<file path="src/rtl/exc_entry_pkg.sv">
// Shared types and field positions for the exception entry controller.
// Assumes a 32-bit address space and the cause/status layout given in the brief.
package exc_entry_pkg;
    localparam int ADDR_W   = 32;
    localparam int CODE_W   = 5;
    localparam int COPN_W   = 2;
    localparam int STACK_W  = 6;
    localparam int SR_BEV   = 22;
    localparam int SR_CU0   = 28;
    localparam int SR_CU2   = 30;
    localparam int CA_CODE  = 2;
    localparam int CA_CE    = 28;
    localparam int CA_BD    = 31;

    typedef enum logic [1:0] {
        ACC_BYTE = 2'd0,
        ACC_HALF = 2'd1,
        ACC_WORD = 2'd2
    } acc_size_e;

    typedef enum logic [CODE_W-1:0] {
        EC_NONE      = 5'd0,
        EC_ADDR_LD   = 5'd4,
        EC_ADDR_ST   = 5'd5,
        EC_IBUS      = 5'd6,
        EC_DBUS      = 5'd7,
        EC_COP_UNUSE = 5'd11
    } exc_code_e;

    typedef struct packed {
        logic              take;
        exc_code_e         code;
        logic [ADDR_W-1:0] epc;
        logic              bd;
        logic [COPN_W-1:0] ce;
        logic              set_bad;
        logic [ADDR_W-1:0] bad;
    } exc_req_t;
endpackage

</file>
<file path="src/rtl/exc_align_check.sv">
// Alignment test for one access. Looks only at the low address bits.
// Assumes a size code outside byte/half/word never faults.
module exc_align_check
    import exc_entry_pkg::*;
#(
    parameter int LSB_W = 2
) (
    input  logic [LSB_W-1:0] addr_lsb,
    input  acc_size_e        size,
    output logic             misaligned
);
    // Decide misalignment from the size and the low address bits.
    always_comb begin
        case (size)
            ACC_HALF: misaligned = addr_lsb[0];
            ACC_WORD: misaligned = |addr_lsb[1:0];
            default:  misaligned = 1'b0;
        endcase
    end
endmodule

</file>
<file path="src/rtl/exc_fault_sel.sv">
// Priority selection of one exception per cycle.
// Execute faults beat fetch faults. Within an instruction, coprocessor-unusable
// beats data misalignment, which beats a data bus error.
// Assumes at most one of ex_mem_rd / ex_mem_wr is high.
module exc_fault_sel
    import exc_entry_pkg::*;
(
    input  logic              ex_valid,
    input  logic [ADDR_W-1:0] ex_pc,
    input  logic              ex_in_delay,
    input  logic [COPN_W-1:0] ex_cop_num,
    input  logic              ex_is_cop,
    input  logic              ex_mem_rd,
    input  logic              ex_mem_wr,
    input  logic [ADDR_W-1:0] ex_mem_addr,
    input  logic              ex_data_mis,
    input  logic              ex_dbus_err,
    input  logic              user_mode,
    input  logic              cu0,
    input  logic              cu2,
    input  logic              fetch_req,
    input  logic [ADDR_W-1:0] fetch_pc,
    input  logic              fetch_mis,
    input  logic              fetch_bus_err,
    output exc_req_t          req
);
    logic cop_block;
    logic mem_act;
    logic ex_fault;
    logic fetch_fault;

    // Coprocessor usability check against mode and usable bits.
    always_comb begin
        cop_block = 1'b0;
        if (ex_is_cop) begin
            case (ex_cop_num)
                2'd0:    cop_block = user_mode && !cu0;
                2'd2:    cop_block = user_mode && !cu2;
                2'd3:    cop_block = 1'b1;
                default: cop_block = 1'b0;
            endcase
        end
    end

    assign mem_act     = ex_mem_rd || ex_mem_wr;
    assign ex_fault    = ex_valid && (cop_block || (mem_act && (ex_data_mis || ex_dbus_err)));
    assign fetch_fault = fetch_req && (fetch_mis || fetch_bus_err);

    // Build the selected exception record.
    always_comb begin
        req = '0;
        if (ex_fault) begin
            req.take = 1'b1;
            req.bd   = ex_in_delay;
            req.epc  = ex_in_delay ? (ex_pc - ADDR_W'(4)) : ex_pc;
            req.ce   = ex_cop_num;
            if (cop_block) begin
                req.code = EC_COP_UNUSE;
            end else if (ex_data_mis) begin
                req.code    = ex_mem_wr ? EC_ADDR_ST : EC_ADDR_LD;
                req.set_bad = 1'b1;
                req.bad     = ex_mem_addr;
            end else begin
                req.code = EC_DBUS;
            end
        end else if (fetch_fault) begin
            req.take = 1'b1;
            req.epc  = fetch_pc;
            if (fetch_mis) begin
                req.code    = EC_ADDR_LD;
                req.set_bad = 1'b1;
                req.bad     = fetch_pc;
            end else begin
                req.code = EC_IBUS;
            end
        end
    end
endmodule

</file>
<file path="src/rtl/exc_cop_regs.sv">
// System-control state: pc, epc, cause, badvaddr, status and the redirect.
// An exception outranks the return strobe, which outranks a status write.
module exc_cop_regs
    import exc_entry_pkg::*;
#(
    parameter logic [ADDR_W-1:0] PC_RESET   = 32'hBFC0_0000,
    parameter logic [ADDR_W-1:0] VEC_NORMAL = 32'h8000_0080,
    parameter logic [ADDR_W-1:0] VEC_BOOT   = 32'hBFC0_0180
) (
    input  logic              clk,
    input  logic              rst_n,
    input  exc_req_t          req,
    input  logic              fetch_req,
    input  logic [ADDR_W-1:0] fetch_pc,
    input  logic              sr_wr_en,
    input  logic [ADDR_W-1:0] sr_wr_data,
    input  logic              rfe,
    output logic              redirect,
    output logic [ADDR_W-1:0] redirect_pc,
    output logic [ADDR_W-1:0] pc,
    output logic [ADDR_W-1:0] epc,
    output logic [ADDR_W-1:0] cause,
    output logic [ADDR_W-1:0] badvaddr,
    output logic [ADDR_W-1:0] status
);
    logic [STACK_W-1:0] stack;
    logic               bev, cu0, cu2;
    exc_code_e          code_q;
    logic [COPN_W-1:0]  ce_q;
    logic               bd_q;

    // Register update on exception, fetch, return strobe or status write.
    always_ff @(posedge clk) begin
        if (!rst_n) begin
            redirect    <= 1'b0;
            redirect_pc <= '0;
            pc          <= PC_RESET;
            epc         <= '0;
            badvaddr    <= '0;
            code_q      <= EC_NONE;
            ce_q        <= '0;
            bd_q        <= 1'b0;
            stack       <= '0;
            bev         <= 1'b1;
            cu0         <= 1'b0;
            cu2         <= 1'b0;
        end else begin
            redirect <= req.take;
            if (req.take) begin
                epc         <= req.epc;
                code_q      <= req.code;
                ce_q        <= req.ce;
                bd_q        <= req.bd;
                stack       <= {stack[STACK_W-3:0], 2'b00};
                redirect_pc <= bev ? VEC_BOOT : VEC_NORMAL;
                if (req.set_bad) badvaddr <= req.bad;
            end else begin
                if (fetch_req) pc <= fetch_pc;
                if (rfe) begin
                    stack[STACK_W-3:0] <= stack[STACK_W-1:2];
                end else if (sr_wr_en) begin
                    stack <= sr_wr_data[STACK_W-1:0];
                    bev   <= sr_wr_data[SR_BEV];
                    cu0   <= sr_wr_data[SR_CU0];
                    cu2   <= sr_wr_data[SR_CU2];
                end
            end
        end
    end

    // Assemble the architectural views of cause and status.
    always_comb begin
        cause = '0;
        cause[CA_CODE +: CODE_W] = code_q;
        cause[CA_CE +: COPN_W]   = ce_q;
        cause[CA_BD]             = bd_q;
        status = '0;
        status[STACK_W-1:0] = stack;
        status[SR_BEV]      = bev;
        status[SR_CU0]      = cu0;
        status[SR_CU2]      = cu2;
    end
endmodule

</file>
<file path="src/rtl/exc_entry_ctrl.sv">
// Top of the exception entry controller: alignment checks, fault priority
// and system-control state. flush is combinational in the fault cycle;
// redirect follows one cycle later.
module exc_entry_ctrl
    import exc_entry_pkg::*;
#(
    parameter logic [ADDR_W-1:0] PC_RESET   = 32'hBFC0_0000,
    parameter logic [ADDR_W-1:0] VEC_NORMAL = 32'h8000_0080,
    parameter logic [ADDR_W-1:0] VEC_BOOT   = 32'hBFC0_0180
) (
    input  logic              clk,
    input  logic              rst_n,
    input  logic              fetch_req,
    input  logic [ADDR_W-1:0] fetch_pc,
    input  logic              fetch_bus_err,
    input  logic              ex_valid,
    input  logic [ADDR_W-1:0] ex_pc,
    input  logic              ex_in_delay,
    input  logic [COPN_W-1:0] ex_cop_num,
    input  logic              ex_is_cop,
    input  logic              ex_mem_rd,
    input  logic              ex_mem_wr,
    input  logic [1:0]        ex_mem_size,
    input  logic [ADDR_W-1:0] ex_mem_addr,
    input  logic              ex_dbus_err,
    input  logic              sr_wr_en,
    input  logic [ADDR_W-1:0] sr_wr_data,
    input  logic              rfe,
    output logic              flush,
    output logic              redirect,
    output logic [ADDR_W-1:0] redirect_pc,
    output logic [ADDR_W-1:0] pc,
    output logic [ADDR_W-1:0] epc,
    output logic [ADDR_W-1:0] cause,
    output logic [ADDR_W-1:0] badvaddr,
    output logic [ADDR_W-1:0] status
);
    localparam int LSB_W = 2;

    logic     fetch_mis;
    logic     data_mis;
    exc_req_t req;

    exc_align_check #(.LSB_W(LSB_W)) u_fetch_align (
        .addr_lsb   (fetch_pc[LSB_W-1:0]),
        .size       (ACC_WORD),
        .misaligned (fetch_mis)
    );

    exc_align_check #(.LSB_W(LSB_W)) u_data_align (
        .addr_lsb   (ex_mem_addr[LSB_W-1:0]),
        .size       (acc_size_e'(ex_mem_size)),
        .misaligned (data_mis)
    );

    exc_fault_sel u_sel (
        .ex_valid      (ex_valid),
        .ex_pc         (ex_pc),
        .ex_in_delay   (ex_in_delay),
        .ex_cop_num    (ex_cop_num),
        .ex_is_cop     (ex_is_cop),
        .ex_mem_rd     (ex_mem_rd),
        .ex_mem_wr     (ex_mem_wr),
        .ex_mem_addr   (ex_mem_addr),
        .ex_data_mis   (data_mis),
        .ex_dbus_err   (ex_dbus_err),
        .user_mode     (status[1]),
        .cu0           (status[SR_CU0]),
        .cu2           (status[SR_CU2]),
        .fetch_req     (fetch_req),
        .fetch_pc      (fetch_pc),
        .fetch_mis     (fetch_mis),
        .fetch_bus_err (fetch_bus_err),
        .req           (req)
    );

    exc_cop_regs #(
        .PC_RESET   (PC_RESET),
        .VEC_NORMAL (VEC_NORMAL),
        .VEC_BOOT   (VEC_BOOT)
    ) u_regs (
        .clk         (clk),
        .rst_n       (rst_n),
        .req         (req),
        .fetch_req   (fetch_req),
        .fetch_pc    (fetch_pc),
        .sr_wr_en    (sr_wr_en),
        .sr_wr_data  (sr_wr_data),
        .rfe         (rfe),
        .redirect    (redirect),
        .redirect_pc (redirect_pc),
        .pc          (pc),
        .epc         (epc),
        .cause       (cause),
        .badvaddr    (badvaddr),
        .status      (status)
    );

    assign flush = req.take;
endmodule

</file>
<file path="config.mk">
export PLATFORM = sky130hd
export DESIGN_NAME = exc_entry_ctrl
export DESIGN_NICKNAME = d
export VERILOG_FILES = /design/src/rtl/exc_entry_pkg.sv /design/src/rtl/exc_align_check.sv /design/src/rtl/exc_fault_sel.sv /design/src/rtl/exc_cop_regs.sv /design/src/rtl/exc_entry_ctrl.sv
export SDC_FILE = /design/constraint.sdc
export NUM_CORES = 1
export LEC_CHECK = 0
export BUFFER_PORTS_ARGS = -buffer_cell sky130_fd_sc_hd__clkbuf_2
export CAP_MARGIN = 40
export CORE_AREA = 4 4 128 130
export DETAILED_ROUTE_END_ITERATION = 12
export DIE_AREA = 0 0 132 134
export PLACE_DENSITY = 0.85
export SKIP_CTS_REPAIR_TIMING = 1
export SYNTH_ARGS = -nofsm -noshare
export SYNTH_HDL_FRONTEND = slang
export SYNTH_HIERARCHICAL = 1
export SYNTH_SLANG_ARGS = --single-unit
</file>
<file path="constraint.sdc">
create_clock -name clk -period 5.5 [get_ports clk]
set_clock_uncertainty 0.15 [all_clocks]
set_input_delay 0.275 -clock clk [delete_from_list [all_inputs] [get_ports clk]]
set_output_delay 0.275 -clock clk [all_outputs]
set_load 0.05 [all_outputs]
</file>
==> flow_metrics.tcl <==
set metrics [dict create \
    run_status "complete, but fails checks" \
    failed_checks "hold timing" \
    final-max-slew-violation-count 0 \
    fin_ws_ps 1430 \
    setup-violations-final 0 \
    critical_path.n_buffers_inverters 4 \
    crit-reg2reg-launch "u_regs/stack[1]$_SDFFE_PP0P_" \
    crit_path_class "flip-flop to flip-flop" \
    worstSetupEndpoint "u_regs/pc[17]$_SDFFE_PN0P_" \
    static-leakage-power_nw 3.84 \
    gp_routability_congestion 0.867 \
    post_synth_edffs 0 \
    ff2ff_setup_slack_ps 1430 \
    synthToLayoutAreaGrowth_pct 25.4 \
    tritoncts.num_buffers 17 \
    post_synth.cell_area_avg_um2 8.44 \
    post-dp-hpwl_um 15400 \
    number_of_top_level_pins 338 \
    final.hold.worst_slack_ps -2.34 \
    finalCriticalPeriod_ps 4070 \
    timing.critical_path.from_type "flip-flop" \
    grt_util_all_layers_pct 22.0 \
    min-delay-path-class "primary input to flip-flop" \
    insertedDiodeCount 0 \
    slew_headroom_pct 47.6 \
    cp-startpoint "u_regs/stack[1]$_SDFFE_PP0P_" \
    post-route-drc-count 0 \
    placed_cell_area_um2 7650 \
    postRouteAntennaNets 0 \
    grt_antenna_before_repair 0 \
    die_w_um 132 \
    rsz0062_at_grt "false" \
    grt_first_pass_wirelength_um 30900 \
    vias_in_the_first_global_route 5876 \
    timing_hold_violations_final 1 \
    largest_net_degree_at_the_start_of_global_routing 82 \
    synth_ff_type "dfxtp_1" \
    routed_wire_length_per_instance_um 17.0 \
    clock_transition_at_path_regs_ps 60 \
    post_synth_inst_count 791 \
    layout_worst_path_cycle_share_pct 73.9 \
    final_layout_size_suffix_gt1_share_pct 30.8 \
    drt_pass1_iterations 5 \
    cpMaxStageDelayCell "nand2b_1" \
    max-vdd-ir-drop_v 0.000217 \
    wire_length_after_detailed_routing_um 20600 \
    crit_chain "or4b_1 > or2_1 > o211ai_1 > buf_4 > inv_1 > nand2_4 > buf_12 > nand2b_1 > buf_4 > nand2_1 > a21boi_0" \
    detailroute.via_count 6151 \
    detailedRoute.firstIterationViolations 264 \
    timing.rr.end "u_regs/pc[17]$_SDFFE_PN0P_" \
    initial_utilization_pct 44.1 \
    pwr_density_cell_nw_per_um2 332 \
    cpLargestDelayFamily "simple AND/OR/NAND/NOR gates" \
    share_of_synthesized_area_occupied_by_flip_flops_and_latches_pct 34.8 \
    total_number_of_h_tree_levels 4 \
    asyncSetResetFlopFracSynth_pct 0 \
    vert_die_dim_um 134 \
    netlist_area_um2 6680 \
    worstRegToRegCells 11 \
    cts_buffer_depth 2 \
    synthDominantAreaCellType "dfxtp_1" \
    leading_cell_types_by_count_after_synthesis "nand2_1 (153), dfxtp_1 (116), buf_4 (86), a21oi_1 (58), mux2i_1 (49)" \
    worstPathArrival_ps 4240 \
    max_freq_ghz 0.246 \
    cts_root_buf "clkbuf_16" \
    tns_ps 0 \
    path_max_fanout 37 \
    clkLatencyLatePin_ps 410 \
    final_nets 1157 \
    port_buffers 246 \
    synth.ff_latch_count 116 \
    placeableCoreArea_um2 15100 \
    yosysMostFrequentCell "nand2_1" \
    dieArea_um2 17700 \
    critical_path_cell_count 11 \
    rows 45 \
    vias_per_cell 5.09 \
    synth-warning-count 6 \
    tritoncts_clock_tree "built" \
    synthTopCellsByArea "dfxtp_1 (35%), buf_4 (9.7%), nand2_1 (8.6%)" \
    worstMarginPinSlew_ps 783 \
    cts_sinks 116 \
    critical-path-max-stage-delay_ps 600 \
    critical_path.endpoint_type "flip-flop" \
    filler_cell_count 1383 \
    dp_cells 1169 \
    ys_types 55 \
    worstPathRequired_ps 5670 \
    critical-path-top-cell-by-count "buf_4" \
    hold_start "fetch_pc[28]" \
    grt_remaining_overflow 0 \
    pre_cts_slack_ps 1340 \
    layout.cells.non_filler 1208 \
    cap_violations 0 \
    post-synth-top-area-fraction_pct 34.8 \
    final_area_um2 8370 \
]
==> where the power goes <==
group          switching (mW)  leakage (nW)  internal [mW]
Sequential             0.0264         0.946          0.886
Combinational           0.496          2.58          0.171
Clock                   0.386         0.315          0.816
==> layout make-up <==
class	count	area (um^2)	area share, %
clock buffers	23	498	5.95
clock inverters	8	146	1.75
inverters	9	33.8	0.404
multi-input cells	599	3690	44.0
flip-flops and latches	116	2320	27.7
well taps	188	235	2.81
repair buffers	265	1450	17.3
==> flip-flops by register name, summed over array words and instances, names as in the netlist <==
signal              cells
u_regs/code_q           5
u_regs/stack            6
u_regs/bev              1
u_regs/redirect         1
u_regs/ce_q             2
u_regs/epc             32
u_regs/cu2              1
u_regs/pc              32
u_regs/badvaddr        32
u_regs/redirect_pc      2
u_regs/bd_q             1
u_regs/cu0              1
==> how the worst min path moves through the flow <==
| stage | endpoint | slack [ps] | cells past startpoint |
|---|---|---|---|
| 3_5_place_dp | u_regs/badvaddr[5]$_SDFFE_PN0P_ | 300 | 2 |
| 2_1_floorplan | u_regs/pc[22]$_SDFFE_PN1P_ | 250 | 2 |
| 3_3_place_gp | u_regs/badvaddr[9]$_SDFFE_PN0P_ | 290 | 2 |
| 5_1_grt | u_regs/pc[19]$_SDFFE_PN0P_ | 0.6 | 3 |
| 4_1_cts | u_regs/cu0$_SDFFE_PN0P_ | -80 | 3 |
| 6_report | u_regs/pc[28]$_SDFFE_PN1P_ | -2 | 3 |
==> metrics by stage <==
stage,util [%],power [mW]
4_1_cts,54.7,2.80
5_1_grt,55.3,2.88
3_5_place_dp,50.5,1.59
2_1_floorplan,-,1.47
6_report,55.3,2.78
3_3_place_gp,50.0,1.57
==> logic make-up (layout without fill, tap and decap cells) <==
logic type                 Yosys count  count (layout)  share of synthesized area, %
other                                4              73                         0.225
muxes                               49              49                          7.35
buffers and inverters              145             305                          14.2
AOI/OAI and AO/OA                  176             176                          17.8
xor gates and xnor gates            26              26                          3.41
adders and majority gates            5               5                         0.937
and+or+nand+nor                    270             270                          21.3
DFF                                116             116                          34.8
==> cell usage in the layout, fill, tap and decap left out, drive strengths merged, types with 9 or more instances in the layout <==
master | Yosys | routed
clkbuf | 23 | 268
nand2 | 153 | 153
dfxtp | 116 | 116
conb | 4 | 73
a21oi | 61 | 61
a21boi | 55 | 55
mux2i | 49 | 49
nor2b | 44 | 44
a22o | 32 | 32
xnor2 | 19 | 19
o21ai | 15 | 15
nand3 | 13 | 13
buf | 113 | 12
nor4 | 11 | 11
nor3 | 10 | 10
inv | 9 | 9
nor2 | 9 | 9
==> worst reg2reg max path, stage by stage (launching register included) <==
cell,delay [ps]
dfxtp_1,400
or4b_1,510
or2_1,260
o211ai_1,120
buf_4,410
inv_1,180
nand2_4,410
buf_12,290
nand2b_1,610
buf_4,380
nand2_1,90
a21boi_0,180
==> routing by layer <==
metal  vias to the layer above  track usage [%]  share of wire (%)
met4                         0             7.93                2.5
met1                      2866             26.2                 41
met3                        38             6.04                7.2
met2                       280             38.3                 49
li1                       2967                -                  -
met5                         -                0                  0
Note: power is estimated with default switching activity, not from simulation.
